$ cat src/rtl/hdx_lock_pkg.sv
`timescale 1ns/1ps
// Package: shared definitions for the half-duplex lock gate.
// Assumes hold lengths are positive integers counted in time-base ticks.
package hdx_lock_pkg;

    // Channel index used to select timers in generate loops.
    typedef enum int {
        CH_TX = 0,
        CH_RX = 1
    } hdx_chan_e;

    localparam int NUM_CHAN = 2;

    // Bits needed to hold a count from 0 up to a hold length.
    function automatic int hold_width(input int hold_len);
        return (hold_len < 1) ? 1 : $clog2(hold_len + 1);
    endfunction

endpackage

$ cat src/rtl/hdx_hold_timer.sv
`timescale 1ns/1ps
// Module: retriggerable hold timer for one channel.
// Reloads to HOLD on each cycle of passed activity and counts down one step
// per tick. 'live' is high while a non-zero count remains.
// Assumes: HOLD >= 1; clr has priority over arm.
module hdx_hold_timer
    import hdx_lock_pkg::*;
#(
    parameter int HOLD = 9
) (
    input  logic clk,
    input  logic rst_n,
    input  logic tick,
    input  logic arm,
    input  logic clr,
    output logic live
);

    localparam int            W      = hold_width(HOLD);
    localparam logic [W-1:0]  HOLD_V = W'(HOLD);
    localparam logic [W-1:0]  ONE_V  = W'(1);

    logic [W-1:0] cnt;

    // Count register: clear, reload on activity, or run down on ticks.
    always_ff @(posedge clk) begin
        if (!rst_n || clr) begin
            cnt <= '0;
        end else if (arm) begin
            cnt <= HOLD_V;
        end else if (tick && (cnt != '0)) begin
            cnt <= cnt - ONE_V;
        end
    end

    // Lock indication derived from the remaining count.
    always_comb begin
        live = (cnt != '0);
    end

    AST_RELOAD_ON_ACTIVITY: assert property (@(posedge clk) disable iff (!rst_n)
        (arm && !clr) |=> (cnt == HOLD_V));

    AST_COUNT_BOUND: assert property (@(posedge clk) disable iff (!rst_n)
        cnt <= HOLD_V);

    AST_FREEZE_WITHOUT_TICK: assert property (@(posedge clk) disable iff (!rst_n)
        (!tick && !arm && !clr) |=> $stable(cnt));

    AST_CLEAR_DROPS_LOCK: assert property (@(posedge clk) disable iff (!rst_n)
        clr |=> !live);

endmodule

$ cat src/rtl/hdx_lock_arbiter.sv
`timescale 1ns/1ps
// Module: decides which channel's data may pass in the current cycle.
// Transmit wins a tie from idle. A held receive lock blocks transmit unless
// continuous light is flagged. A held or current transmit blocks receive.
// Assumes: tx_live and rx_live come from registered timers.
module hdx_lock_arbiter (
    input  logic clk,
    input  logic rst_n,
    input  logic tx_act,
    input  logic rx_act,
    input  logic cont_light,
    input  logic hold_quiet,
    input  logic tx_live,
    input  logic rx_live,
    output logic tx_pass,
    output logic rx_pass
);

    logic tx_grant;
    logic rx_grant;

    // Transmit may pass unless the receiver holds the lock (continuous light overrides).
    always_comb begin
        tx_grant = !rx_live || cont_light;
        tx_pass  = tx_act && tx_grant;
    end

    // Receive may pass only if transmit neither holds nor is passing now.
    always_comb begin
        rx_grant = !tx_live && !tx_pass;
        rx_pass  = rx_act && rx_grant;
    end

    AST_ONE_OWNER: assert property (@(posedge clk) disable iff (!rst_n)
        !(tx_live && rx_live));

    AST_TX_WINS_TIE: assert property (@(posedge clk) disable iff (!rst_n)
        (tx_act && rx_act && !tx_live && !rx_live && !hold_quiet) |-> (tx_pass && !rx_pass));

    AST_CL_OPENS_TX: assert property (@(posedge clk) disable iff (!rst_n)
        (cont_light && tx_act) |-> tx_pass);

    AST_RX_HELD_OFF: assert property (@(posedge clk) disable iff (!rst_n)
        tx_live |-> !rx_pass);

endmodule

$ cat src/rtl/hdx_out_stage.sv
`timescale 1ns/1ps
// Module: output polarity and forced-idle stage.
// Drives the LED high for passed transmit activity and pulls the receive
// output low for passed light. The quiet input overrides both.
// Assumes: inputs are already arbitrated pass flags.
module hdx_out_stage (
    input  logic tx_pass,
    input  logic rx_pass,
    input  logic hold_quiet,
    output logic led_drive,
    output logic rx_data_n
);

    // Apply polarity and the quiet override.
    always_comb begin
        led_drive = tx_pass && !hold_quiet;
        rx_data_n = !(rx_pass && !hold_quiet);
    end

endmodule

$ cat src/rtl/hdx_lock_gate.sv
`timescale 1ns/1ps
// Module: top of the half-duplex transmit/receive lock gate.
// Converts pin polarity into activity flags, arbitrates the channels, runs
// one retriggerable hold timer per channel and drives the gated outputs.
// Assumes: tick is a single-cycle pulse in the clk domain; inputs are synchronous.
module hdx_lock_gate
    import hdx_lock_pkg::*;
#(
    parameter int HOLD_TX = 9,
    parameter int HOLD_RX = 5
) (
    input  logic clk,
    input  logic rst_n,
    input  logic tick,
    input  logic tx_data_n,
    input  logic rx_light,
    input  logic cont_light,
    input  logic hold_quiet,
    output logic led_drive,
    output logic rx_data_n
);

    logic tx_act;
    logic rx_act;
    logic tx_pass;
    logic rx_pass;
    logic [NUM_CHAN-1:0] arm_v;
    logic [NUM_CHAN-1:0] clr_v;
    logic [NUM_CHAN-1:0] live_v;

    // Activity flags: a low electrical input and light at the receiver.
    always_comb begin
        tx_act = !tx_data_n;
        rx_act = rx_light;
    end

    // Timer controls: passed activity arms; a transmit takeover clears the receive lock.
    always_comb begin
        arm_v[CH_TX] = tx_pass;
        arm_v[CH_RX] = rx_pass;
        clr_v[CH_TX] = hold_quiet;
        clr_v[CH_RX] = hold_quiet || tx_pass;
    end

    hdx_lock_arbiter u_arbiter (
        .clk        (clk),
        .rst_n      (rst_n),
        .tx_act     (tx_act),
        .rx_act     (rx_act),
        .cont_light (cont_light),
        .hold_quiet (hold_quiet),
        .tx_live    (live_v[CH_TX]),
        .rx_live    (live_v[CH_RX]),
        .tx_pass    (tx_pass),
        .rx_pass    (rx_pass)
    );

    for (genvar c = 0; c < NUM_CHAN; c++) begin : g_timer
        localparam int HOLD_C = (c == int'(CH_TX)) ? HOLD_TX : HOLD_RX;
        hdx_hold_timer #(
            .HOLD (HOLD_C)
        ) u_timer (
            .clk   (clk),
            .rst_n (rst_n),
            .tick  (tick),
            .arm   (arm_v[c]),
            .clr   (clr_v[c]),
            .live  (live_v[c])
        );
    end

    hdx_out_stage u_out (
        .tx_pass    (tx_pass),
        .rx_pass    (rx_pass),
        .hold_quiet (hold_quiet),
        .led_drive  (led_drive),
        .rx_data_n  (rx_data_n)
    );

    AST_QUIET_OUTPUTS: assert property (@(posedge clk) disable iff (!rst_n)
        hold_quiet |-> (!led_drive && rx_data_n));

    AST_TX_HOLD_MUTES_RX: assert property (@(posedge clk) disable iff (!rst_n)
        live_v[CH_TX] |-> rx_data_n);

    AST_RX_HOLD_MUTES_TX: assert property (@(posedge clk) disable iff (!rst_n)
        (live_v[CH_RX] && !cont_light) |-> !led_drive);

    AST_QUIET_CLEARS: assert property (@(posedge clk) disable iff (!rst_n)
        hold_quiet |=> !(live_v[CH_TX] || live_v[CH_RX]));

endmodule

$ cat config.mk
export PLATFORM = sky130hd
export DESIGN_NAME = hdx_lock_gate
export DESIGN_NICKNAME = d
export VERILOG_FILES = /design/src/rtl/hdx_lock_pkg.sv /design/src/rtl/hdx_hold_timer.sv /design/src/rtl/hdx_lock_arbiter.sv /design/src/rtl/hdx_out_stage.sv /design/src/rtl/hdx_lock_gate.sv
export SDC_FILE = /design/constraint.sdc
export NUM_CORES = 1
export LEC_CHECK = 0
export ABC_AREA = 1
export BUFFER_PORTS_ARGS = -buffer_cell sky130_fd_sc_hd__clkbuf_2
export CAP_MARGIN = 25
export CORE_AREA = 2 2 39 41
export CTS_CLUSTER_SIZE = 20
export DETAILED_ROUTE_END_ITERATION = 8
export DIE_AREA = 0 0 41 43
export PLACE_DENSITY = 0.66
export SYNTH_ARGS = -nofsm -noshare
export SYNTH_HDL_FRONTEND = slang
export SYNTH_SLANG_ARGS = --single-unit
$ cat constraint.sdc
create_clock -name clk -period 1.58 [get_ports clk]
set_input_delay 0.316 -clock clk [delete_from_list [all_inputs] [get_ports clk]]
set_output_delay 0.316 -clock clk [all_outputs]
set_load 0.03 [all_outputs]
Yosys cells after proc, flatten, opt, wreduce, memory -nomap -nowiden
Cells that the tools add are included.
{"block": "totals", "elab_cells": 34, "mem_bits_ro": 0, "memories": 0, "regBits": 7, "latchBits": 0, "inputBits": 7, "ram_bits": 0, "out_inout_bits": 2}
{"block": "op_classes", "eq_ne": 0, "div_mod_pow": 0, "n_mul": 0, "reduce_logical": 24, "shift": 0, "n_lt_le_gt_ge": 0, "mux": 4, "n_bitwise": 0, "add_sub_neg": 2}
{"operator": "$mux W4", "n": 2}
{"operator": "$logic_and A1 B1 Y1", "n": 7}
{"operator": "$logic_not A1 Y1", "n": 7}
{"operator": "$mux W3", "n": 2}
{"operator": "$logic_or A1 B1 Y1", "n": 4}
{"operator": "$reduce_bool A2 Y1", "n": 2}
{"operator": "$reduce_bool A4 Y1", "n": 1}
{"operator": "$reduce_or A2 Y1", "n": 2}
{"operator": "$sub A4 B1 Y4 const B", "n": 1}
{"operator": "$reduce_bool A3 Y1", "n": 1}
{"operator": "$sub A3 B1 Y3 const B", "n": 1}

Depth between registers and ports, before layout
Gate-level depths: netlist of run 1.
{"block": "logic_depth", "word_depth": 9, "depth_mapped": 9}

Cells and area by module
From an unflattened synthesis of run 1, not the netlist that was laid out.
{"block": "unflattened", "cells_unflattened": 79, "area_unflattened_um2": 486.7}
{"mod": "hdx_hold_timer at g_timer[0].u_timer", "instances": 1, "area_each_um2": 247.7, "cells_each": 38, "seq_area_each_um2": 80.1}
{"mod": "hdx_hold_timer at g_timer[1].u_timer", "instances": 1, "area_each_um2": 181.4, "cells_each": 27, "seq_area_each_um2": 60.1}
{"mod": "hdx_lock_arbiter", "instances": 1, "area_each_um2": 27.5, "cells_each": 6, "seq_area_each_um2": 0.0}
{"mod": "hdx_lock_gate", "instances": 1, "area_each_um2": 15.0, "cells_each": 4, "seq_area_each_um2": 0.0}
{"mod": "hdx_out_stage", "instances": 1, "area_each_um2": 15.0, "cells_each": 4, "seq_area_each_um2": 0.0}

Worst setup path after synthesis of run 1
Ideal clock, no wire load.
{"block": "synth_timing", "path_kind": "register to output", "startpoint": "reg g_timer[1].u_timer.cnt[0]", "endpoint": "out rx_data_n", "stages_incl_launch_ff": 8, "t_required_ns": 1.264, "arrival_time_ns": 1.235, "n_path_buf": 0, "slack_ns": 0.029, "cell_sequence": "dfxtp_1 > inv_1 > ha_1 > nand2_4 > nand2_4 > nand2_8 > nand4_4 > or2_1"}
{"block": "synth_between", "elab_chain_len": 9}
{"element": "start: declaration", "line_no": "hdx_hold_timer.sv:23", "text": "logic [W-1:0] cnt;"}
{"element": "start signal: assignment", "line_no": "hdx_hold_timer.sv:32", "text": "cnt <= cnt - ONE_V;"}
{"element": "$reduce_bool A3 Y1", "line_no": "hdx_hold_timer.sv:38", "text": "live = (cnt != '0);"}
{"element": "$logic_not A1 Y1", "line_no": "hdx_lock_arbiter.sv:24", "text": "tx_grant = !rx_live || cont_light;"}
{"element": "$logic_or A1 B1 Y1", "line_no": "hdx_lock_arbiter.sv:24"}
{"element": "$logic_and A1 B1 Y1", "line_no": "hdx_lock_arbiter.sv:25", "text": "tx_pass = tx_act && tx_grant;"}
{"element": "$logic_not A1 Y1", "line_no": "hdx_lock_arbiter.sv:30", "text": "rx_grant = !tx_live && !tx_pass;"}
{"element": "$logic_and A1 B1 Y1", "line_no": "hdx_lock_arbiter.sv:30"}
{"element": "$logic_and A1 B1 Y1", "line_no": "hdx_lock_arbiter.sv:31", "text": "rx_pass = rx_act && rx_grant;"}
{"element": "$logic_and A1 B1 Y1", "line_no": "hdx_out_stage.sv:17", "text": "rx_data_n = !(rx_pass && !hold_quiet);"}
{"element": "$logic_not A1 Y1", "line_no": "hdx_out_stage.sv:17"}
{"element": "end: declaration", "line_no": "hdx_lock_gate.sv:20", "text": "output logic rx_data_n"}
No other way between the ends.

Final worst setup path of run 1
{"block": "layout_timing", "startpoint": "reg g_timer[1].u_timer.cnt[1]", "endpoint": "out rx_data_n"}
The elaborated chain is that of the path after synthesis.

==> results.sh, run 1 <==
export IMPL_clock_sinks=7
export IMPL_synth_top_area_cell="dfxtp_1"
export IMPL_largest_reg_flops=7
export IMPL_hold_viol=0
export IMPL_row_count=14
export IMPL_worstPathArrival_ns=1.46
export IMPL_cp_required_ns=1.26
export IMPL_largest_register="g_timer.u_timer.cnt"
export IMPL_drtPass1Iterations=4
export IMPL_synth_adder_area_share_pct=7.65
export IMPL_synth_avg_cell_area_sq_um=7.43
export IMPL_fin_util_pct=49.3
export IMPL_yosysUniqueCellTypes=19
export IMPL_gp_congestion=0.764
export IMPL_grt_usage_pct=13.0
export IMPL_h_tree_depth=1
export IMPL_wl_um=1040
export IMPL_worstHoldPathType="input port to flop"
export IMPL_die_x_um=41
export IMPL_synth_area_top_cells="dfxtp_1 (29%), inv_1 (9.9%), nand2_1 (9.9%)"
export IMPL_synth_xor_area_share_pct=1.79
export IMPL_clk_path_buf_depth=2
export IMPL_wl_per_cell_um=10.2
export IMPL_fin_cells=102
export IMPL_cp_max_fo=4
export IMPL_drive_above_1_share_pct=39.5
export IMPL_grt_max_degree=8
export IMPL_nNetsFinal=97
export IMPL_power_leakage_nw=0.333
export IMPL_grt_pass1_vias=404
export IMPL_ir_drop_mv=0.346
export IMPL_setup_viol=2
export IMPL_dp_hpwl_um=753
export IMPL_start_util_pct=35.4
export IMPL_cts_root_buf="clkbuf_4"
export IMPL_fillers=145
export IMPL_p_switching_uw=133
export IMPL_drc_errors=0
export IMPL_top_regs="g_timer.u_timer.cnt x7"
export IMPL_cts_buffers=3
export IMPL_dp_slack_ns=-0.0153
export IMPL_synthMuxAreaShare_pct=0
export IMPL_ys_ff_latch=7
export IMPL_placed_area_sq_um=588
export IMPL_tritoncts="built"
export IMPL_drv_cap=0
export IMPL_grt_overflow=0
export IMPL_via_per_inst=4.62
export IMPL_worst_slew_pin_slew_ns=0.292
export IMPL_max_freq_ghz=0.564
export IMPL_p_sw_share_pct=28.6
export IMPL_fp_dieArea_sq_mm=0.00176
export IMPL_pwr_share_clk_pct=34.6
export IMPL_chipHeight_um=43
export IMPL_rr_worst_depth=8
export IMPL_design_core_area_sq_mm=0.00138
export IMPL_maxSlewViolCount=0
export IMPL_clk_latency_ns=0.25
export IMPL_yosys_area_share_simple_pct=41.8
export IMPL_worstSetupStartpointType="flop"
export IMPL_fin_ws_ns=-0.192
export IMPL_syn_area_sq_um=490
export IMPL_period_share_pct=112
export IMPL_skew_ns=0.000511
export IMPL_areaGrowthSynthToFinish_pct=39.0
export IMPL_ys_seq_area_share_pct=28.6
export IMPL_min_period_ns=1.77
export IMPL_port_buffers=8
export IMPL_cellPowerDensity_mw_per_mm2=683
export IMPL_syn_nets=76
export IMPL_synth_compound_area_share_pct=9.44
export IMPL_yosysWarnings=0
export IMPL_grt_pass1_wl_um=1540
export IMPL_synth_top_area_share_pct=28.6
export IMPL_pwr_share_comb_pct=25.2
export IMPL_synthCells=66
export IMPL_io_pins=9
export IMPL_num_antenna_cells=0
export IMPL_final_area_sq_um=682
export IMPL_whs_path_depth=3
export IMPL_placed_cells_incl_taps=95
export IMPL_cts_hold_buf=0
export IMPL_antenna_found_initial=0
export IMPL_detail_route_antenna_nets=0
export IMPL_internal_power_uw=332
export IMPL_path_class="flop to primary output"
export IMPL_critical_path_endpoint_type="primary output"
export IMPL_path_clk_slew_ns=0.05
export IMPL_routed_via_count=471
export IMPL_relSlewSlack_pct=80.4
export IMPL_violations="negative setup slack"
export IMPL_seqPwrFrac_pct=40.2
export IMPL_status="finished with violations"
export IMPL_synth_top_family_by_area="simple AND/OR/NAND/NOR gates"
export IMPL_rsz0062_at_grt="true"
export IMPL_finalPower_uw=466
export IMPL_initialDrtViolationCount=17
[layout make-up]
type	instances	area (sq um)	share of cell area (%)
Sequential cell	7	143	20.9
Tap cell	16	20.0	2.94
Multi-Input combinational cell	45	320	47.0
Clock buffer	4	26.3	3.85
Inverter	14	52.6	7.71
Timing Repair Buffer	16	120	17.6
[through the flow]
stage / TNS (ns) / hold slack, ns
after global placement: 0 / 0.477
final: -0.251 / 0.388
after floorplan: 0 / 0.445
after CTS: -0.326 / 0.375
after global routing: -0.376 / 0.388
after detailed placement: -0.0153 / 0.487
[final timing paths]
| check | slack, ns | startpoint | endpoint |
|---|---|---|---|
| max | -0.19 | g_timer[1].u_timer.cnt[1] | rx_data_n |
| min | 0.39 | rx_light | g_timer[1].u_timer.cnt[2] |
| max reg2reg | 0.27 | g_timer[1].u_timer.cnt[1] | g_timer[1].u_timer.cnt[0] |
| min reg2reg | 0.49 | g_timer[0].u_timer.cnt[1] | g_timer[0].u_timer.cnt[1] |
[power groups by stage]
stage | logic [mW] | clock network, mW | registers [mW]
finish | 0.117 | 0.161 | 0.187
global route | 0.128 | 0.186 | 0.187
CTS | 0.103 | 0.167 | 0.187
detailed placement | 0.0984 | 0 | 0.190
global placement | 0.0967 | 0 | 0.190
floorplan | 0.0681 | 0 | 0.190
[layout by cell type, fill, tap and decap left out]
cell type and n:
nor2_1 3, clkbuf_1 1, nand3_1 8, buf_6 2
xor2_1 1, nand4_1 1, o21ai_1 2, clkbuf_4 3
ha_1 2, nand3b_1 1, nand2_1 13, dfxtp_2 2
a21oi_4 1, nand2_2 1, buf_4 7, clkbuf_2 6
a21oi_1 4, inv_2 3, nand4_4 1, nor2_4 2
dfxtp_1 5, buf_8 1, or2_4 1, ha_4 1
inv_1 11, nand2_8 1, nand2_4 2
[cell families (layout without fill, tap and decap cells)]
logic type               count (synthesis)  count (layout)
XOR/XNOR                                 1               1
adder cells (fa/ha/maj)                  3               3
flip-flops                               7               7
AO/OA/AOI/OAI                            7               7
buffers and inverters                   14              34
AND/OR/NAND/NOR                         34              34
[Yosys cell counts]
cell type	number
nand2_1	13
a21oi_1	4
or2_1	1
dfxtp_1	7
nor2_4	1
inv_2	1
nand4_4	1
inv_1	13
nand3b_1	1
nand2_8	1
nand3_1	8
nand4_1	1
xor2_1	1
a21oi_4	1
o21ai_1	2
nor2_1	4
ha_1	3
nand2_2	1
nand2_4	2
[worst max-delay path, stage by stage, from the launching register on]
cell	delay [ns]
dfxtp_2	0.33
inv_2	0.05
ha_4	0.16
nand2_4	0.06
nand2_4	0.06
nand2_8	0.06
nand4_4	0.09
or2_4	0.26
buf_8	0.14
[layer usage]
metal | wire (um) | up-vias | track usage [%]
li1 | - | 247 | -
met1 | 459 | 206 | 16.6
met2 | 496 | 13 | 18.8
met3 | 46 | 5 | 1.57
met4 | 38 | 0 | 10.0
met5 | 0 | - | 0
[what timing repair did]
item / CTS / global route
gates resized for setup: 9 / 7
pin swaps: 3 / 2
setup endpoints to repair: 2 / 2
setup buffers: 0 / 3
No activity file was read; power rests on OpenSTA's default activity.
==> run 2, diff against run 1 <==
--- a/config.mk
+++ b/config.mk
@@ -5,14 +5,13 @@
 export SDC_FILE = /design/constraint.sdc
 export NUM_CORES = 1
 export LEC_CHECK = 0
-export ABC_AREA = 1
 export BUFFER_PORTS_ARGS = -buffer_cell sky130_fd_sc_hd__clkbuf_2
 export CAP_MARGIN = 25
 export CORE_AREA = 2 2 39 41
 export CTS_CLUSTER_SIZE = 20
 export DETAILED_ROUTE_END_ITERATION = 8
 export DIE_AREA = 0 0 41 43
-export PLACE_DENSITY = 0.66
+export PLACE_DENSITY = 0.57
 export SYNTH_ARGS = -nofsm -noshare
 export SYNTH_HDL_FRONTEND = slang
 export SYNTH_SLANG_ARGS = --single-unit
==> run 2 against run 1 <==
The flow still finishes with violations (negative setup slack). Design area fell by 6.2%. Clock power increased by 4%. Clock skew up 0.0016 ns. Sequential cell count stayed put. Largest cell class unchanged. Clock-buffer cell count did not move. Combinational power is 3% lower. Routed wire length is 12% lower. Maximum frequency rose by 5.2%. Register-to-register slack got worse by 0.13 ns. Global-route usage increased by 1.0 points. Via count decreased by 16%. Sequential power about the same.
==> results.sh, run 2 <==
export IMPL_num_antenna_cells=0
export IMPL_crit_path_cell_trace="inv_2 -> ha_4 -> nor3b_4 -> nand2_1 -> nor2_1 -> nand2_1 -> clkbuf_8"
export IMPL_synthArstFlopShare_pct=0
export IMPL_syn_area_sq_um=377
export IMPL_ys_seq_area_share_pct=37.2
export IMPL_synth_adder_area_share_pct=9.97
export IMPL_top_regs="g_timer.u_timer.cnt x7"
export IMPL_fp_dieArea_sq_mm=0.00176
export IMPL_cpMaxStageDelayCell="dfxtp_2"
export IMPL_fin_ws_ns=-0.105
export IMPL_power_leakage_nw=0.274
export IMPL_dp_hpwl_um=572
export IMPL_synth_top_area_share_pct=37.2
export IMPL_initialDrtViolationCount=6
export IMPL_row_count=14
export IMPL_critical_path_endpoint_type="primary output"
export IMPL_drv_cap=0
export IMPL_internal_power_uw=345
export IMPL_wl_per_cell_um=10.5
export IMPL_synth_top_family_by_area="simple AND/OR/NAND/NOR gates"
export IMPL_synth_area_top_cells="dfxtp_1 (37%), ha_1 (10%), a21oi_1 (9.3%)"
export IMPL_clock_sinks=7
export IMPL_hold_viol=0
export IMPL_finalPower_uw=469
export IMPL_h_tree_depth=1
export IMPL_cts_buffers=3
export IMPL_drtPass1Iterations=2
export IMPL_synthCells=45
export IMPL_grt_pass1_wl_um=1580
export IMPL_final_common_cell="buf_4"
export IMPL_synth_top_area_cell="dfxtp_1"
export IMPL_largest_register="g_timer.u_timer.cnt"
export IMPL_placed_cells_incl_taps=73
export IMPL_synth_edf_count=0
export IMPL_worstPathArrival_ns=1.37
export IMPL_start_util_pct=27.2
export IMPL_synth_compound_area_share_pct=13.3
export IMPL_cts_hold_buf=0
export IMPL_fin_hold_ws_ns=0.327
export IMPL_die_x_um=41
export IMPL_drc_errors=0
export IMPL_gp_congestion=0.681
export IMPL_setup_viol=1
export IMPL_cp_required_ns=1.26
export IMPL_cp_slowest_stage_delay_ns=0.32
export IMPL_clk_path_buf_depth=2
export IMPL_rsz0062_at_grt="true"
export IMPL_path_class="flop to primary output"
export IMPL_clk_latency_ns=0.26
export IMPL_ys_ff_latch=7
export IMPL_detail_route_antenna_nets=0
export IMPL_final_area_sq_um=639
export IMPL_worstHoldPathType="input port to flop"
export IMPL_cellPowerDensity_mw_per_mm2=733
export IMPL_placed_area_sq_um=467
export IMPL_worst_slew_pin_slew_ns=0.253
export IMPL_ys_flop_type="dfxtp_1"
export IMPL_yosysUniqueCellTypes=16
export IMPL_tritoncts="built"
export IMPL_grt_pass1_vias=381
export IMPL_fin_util_pct=46.2
export IMPL_p_sw_share_pct=26.4
export IMPL_fillers=139
export IMPL_maxSlewViolCount=0
export IMPL_path_clk_slew_ns=0.05
export IMPL_via_per_inst=4.53
export IMPL_crit_path_frequent_cell="nand2_1"
export IMPL_grt_overflow=0
export IMPL_yosys_area_share_simple_pct=27.9
export IMPL_worstSetupStartpointType="flop"
export IMPL_grt_usage_pct=14.0
export IMPL_wl_um=913
export IMPL_pwr_share_clk_pct=35.8
export IMPL_drive_above_1_share_pct=54.9
export IMPL_synth_xor_area_share_pct=4.65
export IMPL_violations="negative setup slack"
export IMPL_min_period_ns=1.69
export IMPL_cts_root_buf="clkbuf_4"
export IMPL_antenna_found_initial=0
export IMPL_yosysWarnings=0
export IMPL_max_freq_ghz=0.593
export IMPL_routed_via_count=394
export IMPL_chipHeight_um=43
export IMPL_layout_common_cells="buf_4 (15), a21oi_1 (7), clkbuf_2 (6)"
export IMPL_fin_cells=87
export IMPL_grt_max_degree=7
export IMPL_areaGrowthSynthToFinish_pct=69.8
export IMPL_skew_ns=0.00212
export IMPL_seqPwrFrac_pct=40.2
export IMPL_ir_drop_mv=0.451
export IMPL_period_share_pct=107
export IMPL_relSlewSlack_pct=83.1
export IMPL_synthMuxAreaShare_pct=2.99
export IMPL_syn_nets=55
export IMPL_largest_reg_flops=7
export IMPL_synth_avg_cell_area_sq_um=8.37
export IMPL_cp_max_fo=2
export IMPL_design_core_area_sq_mm=0.00138
export IMPL_io_pins=9
export IMPL_port_buffers=8
export IMPL_status="finished with violations"
export IMPL_synth_top_cells_by_count="a21oi_1 (7), dfxtp_1 (7), nand2_1 (5)"
export IMPL_p_switching_uw=124
export IMPL_pwr_share_comb_pct=24.0
export IMPL_nNetsFinal=82
-- run 2: cell count changes after synthesis, sizes merged, moves of 2 or more --
| cell | delta |
|---|---|
| nand2 | -12 |
| inv | -10 |
| nand3 | -8 |
| nand2b | +3 |
| a21oi | +2 |
| nand4 | -2 |
| nor2 | -2 |
| nor2b | +2 |
| nor3 | +2 |
| nor3b | +2 |
| o21ai | -2 |
| xnor2 | +2 |
-- run 2: cells by family (layout without fill, tap and decap cells) --
family          after synthesis  count (layout)
xor+xnor                      2               2
buf+inv                       4              30
mux                           1               1
flops                         7               7
compound gates                9               9
simple gates                 19              19
fa+ha+maj                     3               3
-- run 2: power groups by stage --
stage | logic [mW] | clock network [mW] | registers, mW
6_report | 0.113 | 0.168 | 0.188
3_5_place_dp | 0.0736 | 0 | 0.190
3_3_place_gp | 0.0731 | 0 | 0.190
5_1_grt | 0.128 | 0.181 | 0.189
4_1_cts | 0.108 | 0.174 | 0.188
2_1_floorplan | 0.0463 | 0 | 0.190
-- run 2: worst max-delay path: cells and delay by family (launching register included) --
| kind | cells | cell delay (ns) |
|---|---|---|
| AND/OR/NAND/NOR | 4 | 0.45 |
| flip-flops | 1 | 0.32 |
| buffers and inverters | 2 | 0.22 |
| adder cells (fa/ha/maj) | 1 | 0.13 |
-- run 2: final cells by class --
| cell class | instances | area (sq um) | share of cell area (%) |
|---|---|---|---|
| clock buffers | 4 | 26.3 | 4.11 |
| inverters | 4 | 15.0 | 2.35 |
| multi-input cells | 34 | 277 | 43.2 |
| flip-flops and latches | 7 | 145 | 22.7 |
| well taps | 16 | 20.0 | 3.13 |
| repair buffers | 22 | 156 | 24.5 |
-- run 2: worst paths after layout --
path	startpoint	endpoint	slack (ns)	cells past startpoint
worst min register to register	g_timer[0].u_timer.cnt[2]	g_timer[0].u_timer.cnt[2]	0.52	2
worst max register to register	g_timer[1].u_timer.cnt[1]	g_timer[1].u_timer.cnt[1]	0.14	6
worst min-delay path	rst_n	g_timer[0].u_timer.cnt[0]	0.33	3
worst max-delay path	g_timer[0].u_timer.cnt[1]	rx_data_n	-0.11	7
-- run 2: through the flow --
| stage | setup TNS, ns | setup slack, ns |
|---|---|---|
| after floorplan | 0 | 0.0513 |
| after global placement | 0 | 0.0210 |
| after detailed placement | -0.00721 | -0.00721 |
| after CTS | -0.215 | -0.126 |
| after global routing | -0.260 | -0.208 |
| final | -0.105 | -0.105 |
-- run 2: what timing repair did --
item | CTS | global route
hold endpoints to repair | 0 | 0
pin swaps | 6 | 4
setup endpoints to repair | 2 | 5
setup buffers | 7 | 5
gates resized for setup | 21 | 1
cloned | 0 | 0
-- run 2: layer usage --
metal  vias up  routed length [um]  global-route usage, %
li1        205                   -                      -
met1       179                 331                   14.9
met2         6                 511                   22.5
met3         4                  41                   3.14
met4         0                  29                   10.0
met5         -                   0                      0
